--- config.mk ---
export PLATFORM = sky130hd
export DESIGN_NAME = pin_event_irq
export DESIGN_NICKNAME = d
export VERILOG_FILES = /design/src/rtl/pei_pkg.sv /design/src/rtl/pei_cfg_reg.sv /design/src/rtl/pei_detect.sv /design/src/rtl/pei_irq_merge.sv /design/src/rtl/pin_event_irq.sv
export SDC_FILE = /design/constraint.sdc
export NUM_CORES = 1
export LEC_CHECK = 0
export BUFFER_PORTS_ARGS = -buffer_cell sky130_fd_sc_hd__buf_2
export CAP_MARGIN = 20
export CORE_MARGIN = 2
export CORE_UTILIZATION = 55
export CTS_CLUSTER_SIZE = 12
export DETAILED_ROUTE_END_ITERATION = 6
export GPL_ROUTABILITY_DRIVEN = 0
export GPL_TIMING_DRIVEN = 0
export PLACE_DENSITY = 0.74
export SYNTH_ARGS = -nofsm -noshare
export SYNTH_HDL_FRONTEND = slang
export SYNTH_HIERARCHICAL = 1
export SYNTH_SLANG_ARGS = --single-unit
--- constraint.sdc ---
create_clock -name clk -period 7.47 [get_ports clk]
set_input_delay 1.494 -clock clk [delete_from_list [all_inputs] [get_ports clk]]
set_output_delay 1.494 -clock clk [all_outputs]
set_load 0.05 [all_outputs]
--- src/rtl/pei_pkg.sv ---
package pei_pkg;

    localparam int PIN_W  = 32;
    localparam int ADDR_W = 12;

    localparam logic [3:0] GRP_FLAG  = 4'h3;
    localparam logic [3:0] GRP_EN    = 4'h4;
    localparam logic [3:0] GRP_POL   = 4'h5;
    localparam logic [3:0] GRP_TYPE  = 4'h6;
    localparam logic [3:0] GRP_ASYNC = 4'h7;

    typedef logic [PIN_W-1:0] pin_vec_t;

    typedef enum logic [1:0] {
        AL_VALUE  = 2'd0,
        AL_SET    = 2'd1,
        AL_CLEAR  = 2'd2,
        AL_TOGGLE = 2'd3
    } alias_e;

    typedef struct packed {
        logic       hit;
        logic [3:0] grp;
        alias_e     al;
    } dec_t;

    function automatic dec_t decode(input logic [ADDR_W-1:0] a, input logic [3:0] port);
        dec_t d;
        d.hit = (a[7:4] == port) && (a[1:0] == 2'b00);
        d.grp = a[11:8];
        d.al  = alias_e'(a[3:2]);
        return d;
    endfunction

    function automatic pin_vec_t apply_alias(input alias_e al, input pin_vec_t cur, input pin_vec_t wd);
        case (al)
            AL_VALUE:  return wd;
            AL_SET:    return cur | wd;
            AL_CLEAR:  return cur & ~wd;
            default:   return cur ^ wd;
        endcase
    endfunction

endpackage

--- src/rtl/pei_cfg_reg.sv ---
module pei_cfg_reg
    import pei_pkg::*;
#(
    parameter logic [3:0] GROUP = GRP_EN
) (
    input  logic     clk,
    input  logic     rst,
    input  logic     wr_hit,
    input  dec_t     dec,
    input  pin_vec_t wd,
    output pin_vec_t q
);

    always_ff @(posedge clk) begin
        if (rst)
            q <= '0;
        else if (wr_hit && dec.grp == GROUP)
            q <= apply_alias(dec.al, q, wd);
    end

endmodule

--- src/rtl/pei_detect.sv ---
module pei_detect
    import pei_pkg::*;
(
    input  logic     clk,
    input  logic     rst,
    input  pin_vec_t pin_sync,
    input  pin_vec_t pol,
    input  pin_vec_t typ,
    output pin_vec_t ev
);

    pin_vec_t prev_q;

    always_ff @(posedge clk) begin
        if (rst) prev_q <= '0;
        else     prev_q <= pin_sync;
    end

    // Per pin: polarity folds into an "active" view of current and previous samples
    for (genvar i = 0; i < PIN_W; i++) begin : g_bit
        logic act_now;
        logic act_prev;
        assign act_now  = pin_sync[i] ^ pol[i];
        assign act_prev = prev_q[i] ^ pol[i];
        assign ev[i]    = typ[i] ? (act_now & ~act_prev) : act_now;
    end

endmodule

--- src/rtl/pei_irq_merge.sv ---
module pei_irq_merge
    import pei_pkg::*;
(
    input  pin_vec_t flag,
    input  pin_vec_t en,
    input  pin_vec_t async_sel,
    input  pin_vec_t pol,
    input  pin_vec_t pin_raw,
    output logic     irq
);

    pin_vec_t latched_src;
    pin_vec_t bypass_src;

    assign latched_src = flag & en;
    assign bypass_src  = async_sel & en & (pin_raw ^ pol);
    assign irq         = (|latched_src) | (|bypass_src);

endmodule

--- src/rtl/pin_event_irq.sv ---
module pin_event_irq
    import pei_pkg::*;
#(
    parameter int PORT_IDX = 0
) (
    input  logic              clk,
    input  logic              rst,
    input  logic              wr_en,
    input  logic [ADDR_W-1:0] wr_addr,
    input  logic [PIN_W-1:0]  wr_data,
    input  logic [ADDR_W-1:0] rd_addr,
    output logic [PIN_W-1:0]  rd_data,
    input  logic [PIN_W-1:0]  pin_sync,
    input  logic [PIN_W-1:0]  pin_raw,
    output logic              irq
);

    localparam logic [3:0] PORT_TAG = 4'(PORT_IDX);
    localparam int         NCFG     = 4;

    dec_t     wdec;
    dec_t     rdec;
    logic     wr_port_hit;
    pin_vec_t cfg_q [NCFG];
    pin_vec_t en_q, pol_q, typ_q, async_q;
    pin_vec_t ev;
    pin_vec_t flag_q;
    pin_vec_t w1c;

    assign wdec        = decode(wr_addr, PORT_TAG);
    assign rdec        = decode(rd_addr, PORT_TAG);
    assign wr_port_hit = wr_en && wdec.hit;

    // Configuration groups are consecutive: enable, polarity, type, async
    for (genvar g = 0; g < NCFG; g++) begin : g_cfg
        pei_cfg_reg #(.GROUP(GRP_EN + 4'(g))) u_cfg (
            .clk    (clk),
            .rst    (rst),
            .wr_hit (wr_port_hit),
            .dec    (wdec),
            .wd     (wr_data),
            .q      (cfg_q[g])
        );
    end

    assign en_q    = cfg_q[0];
    assign pol_q   = cfg_q[1];
    assign typ_q   = cfg_q[2];
    assign async_q = cfg_q[3];

    pei_detect u_det (
        .clk      (clk),
        .rst      (rst),
        .pin_sync (pin_sync),
        .pol      (pol_q),
        .typ      (typ_q),
        .ev       (ev)
    );

    assign w1c = (wr_port_hit && wdec.grp == GRP_FLAG && wdec.al == AL_VALUE) ? wr_data : '0;

    // A fresh event is ORed after the clear so it wins a same-edge collision
    always_ff @(posedge clk) begin
        if (rst) flag_q <= '0;
        else     flag_q <= (flag_q & ~w1c) | ev;
    end

    pei_irq_merge u_mrg (
        .flag      (flag_q),
        .en        (en_q),
        .async_sel (async_q),
        .pol       (pol_q),
        .pin_raw   (pin_raw),
        .irq       (irq)
    );

    always_comb begin
        rd_data = '0;
        if (rdec.hit) begin
            case (rdec.grp)
                GRP_FLAG:  rd_data = (rdec.al == AL_VALUE) ? flag_q : '0;
                GRP_EN:    rd_data = en_q;
                GRP_POL:   rd_data = pol_q;
                GRP_TYPE:  rd_data = typ_q;
                GRP_ASYNC: rd_data = async_q;
                default:   rd_data = '0;
            endcase
        end
    end

endmodule

==> flow_summary.toml <==
[layout]
final_nets = 2633
final_area_um2 = 20600
layout-drive-gt1-share = 0.248
synthToLayoutAreaGrowth_pct = 10.5

[placement]
hpwl_um = 49800
postPlaceCellArea_um2 = 20000
portBuffers = 155

[timing]
layout_min_cycle_time_ns = 5.40
worstMarginPinSlew_ns = 0.943
finClkSkew_ns = 0.0165
setup_viol = 0
fmax_ghz = 0.185
slew_viol_final = 0
rsz0062_at_grt = "false"
slew_headroom = 0.371
hold_viol_final = 0
setup_tns_ns = 0
post-route-period-util = 0.723

[worst_setup_path]
crit_family = "buffers and inverters"
rr_startpoint = "g_cfg[1].u_cfg/q[5]"
critPathLaunchType = "input pin"
endpoint_kind = "output port"
reg2reg_depth = 5
worst_ep_arrival_time_ns = 3.91
path_common_cell = "buf_2"
max_stage_delay_ns = 0.72
required_ns = 5.98
rr_endpoint = "g_cfg[1].u_cfg/q[5]"
crit_buf_inv = 3
path_cells = "buf_2 > nor4_2 > clkbuf_1 > a32oi_1 > a21oi_1 > buf_2"
path_class = "in -> out"
cpMaxStageDelayCell = "nor4_2"
crit_fanout = 10
r2r_slack_ns = 5.75

[clocking]
cts_tree = "yes"
post_cts_resized = 0
clk_pin_slew_worst_paths_ns = 0.09
cts-buffers-inserted = 17
clkLatencyLatePin_ns = 0.47
cts.sinks = 192
cts-root-buf = "clkbuf_16"
hold_buffers = 0
cts_setup_buffers = 0
clock_path_buffers = 2
htreeDepth = 4

[synthesis]
ys.warnings.count = 6
avgSynthCellArea_um2 = 8.98
syn_inst = 2080
syn-cell-area_um2 = 18700
synth_nets = 2459

[routing]
num_vias = 17500
wirelength_um = 65300
wl_per_cell_um = 24.0
antenna_left = 0
met2_length_um = 29700
initialDrtViolationCount = 2293
met3_length_um = 7290
dr.pass1.iters = 7
drc = 11
maxUsedRoutingLayer = "met4"
met1_length_um = 24300
viasPerCell = 6.45

[floorplan]
die_y_um = 188
die_area_um2 = 35400
rows = 67
core_region_area_um2 = 33400
die_x_um = 188
boundaryPins = 156
initial_core_util = 0.558

[grt]
grt_max_degree = 34
first_global_vias = 17400
antenna_found_initial = 3
grt_usage = 0.361
grt_first_pass_wirelength_um = 98500
globalRouteOverflowTotal = 0

[min_path]
worstHoldEndpoint = "flag_q[0]"
whs_path_depth = 2
hp-start = "flag_q[0]"
worst_hold_path_type = "reg -> reg"

[power]
p_total_w = 0.00259
max-vdd-ir-drop_mv = 0.173
p_leak_nw = 8.92
power_density_nw_per_um2 = 125

[status]
violations = "design-rule violations"
status = "finished, violations left"

[job]
maxCapViolations = 0
[tightest hold or removal path: stages (launching register included)]
cell and delay [ns]:
dfxtp_1 0.35, o41ai_2 0.06, a21oi_1 0.05
[routing by layer]
layer  track usage  vias to the layer above
met5             0                        -
met4         0.219                        0
met3        0.0924                      234
met2         0.589                      996
met1         0.428                     8546
li1              -                     7763
[final cells by class]
cell class,count,area (µm²)
antenna,5,12.5
tap,448,561
inverter,369,1390
multi-input combinational,1367,12600
timing repair buffer,155,776
clock inverter,14,170
sequential,192,3840
clock buffer,18,439
fill,2852,12800
buffer,152,881
[layout by cell type, fill, tap and decap left out, types with 34 or more instances in the layout]
cell type,n
nand3_1,34
nor2_1,90
a211o_1,84
mux4_2,35
clkbuf_1,54
inv_1,369
mux2_2,84
nor2b_1,64
a21oi_1,152
nand2_1,91
ha_1,256
nand2b_1,53
dfxtp_1,192
buf_2,207
a311oi_2,59
[worst max-delay path by stage]
stage / from / cells past startpoint / to
floorplan: rd_addr[3] / 4 / rd_data[10]
global placement: rd_addr[3] / 6 / rd_data[2]
detailed placement: rd_addr[3] / 6 / rd_data[2]
CTS: rd_addr[3] / 6 / rd_data[2]
global route: rd_addr[3] / 6 / rd_data[2]
finish: rd_addr[3] / 6 / rd_data[1]
[metrics by stage]
step / worst slack [ns] / hold WS (ns) / utilization / cells
6_report: 2.07 / 0.500 / 0.617 / 2720
5_1_grt: 2.09 / 0.516 / 0.617 / 2716
4_1_cts: 2.33 / 0.494 / 0.617 / 2715
3_5_place_dp: 2.34 / 0.483 / 0.598 / 2683
3_3_place_gp: 2.34 / 0.475 / 0.598 / 2683
2_1_floorplan: 2.86 / 0.452 / - / 2080
[state kept, by name, indices dropped and copies added (netlist names)]
signal,count
flag_q,32
u_det/prev_q,32
g_cfg.u_cfg/q,128
[where the power goes]
part	total [W]	internal (W)	leakage (nW)	switching, W
clock	0.000999	0.000516	0.294	0.000483
sequential	0.00107	0.00104	1.57	0.0000273
combinational	0.000519	0.000214	7.06	0.000304
No activity file was read; power rests on OpenSTA's default activity.
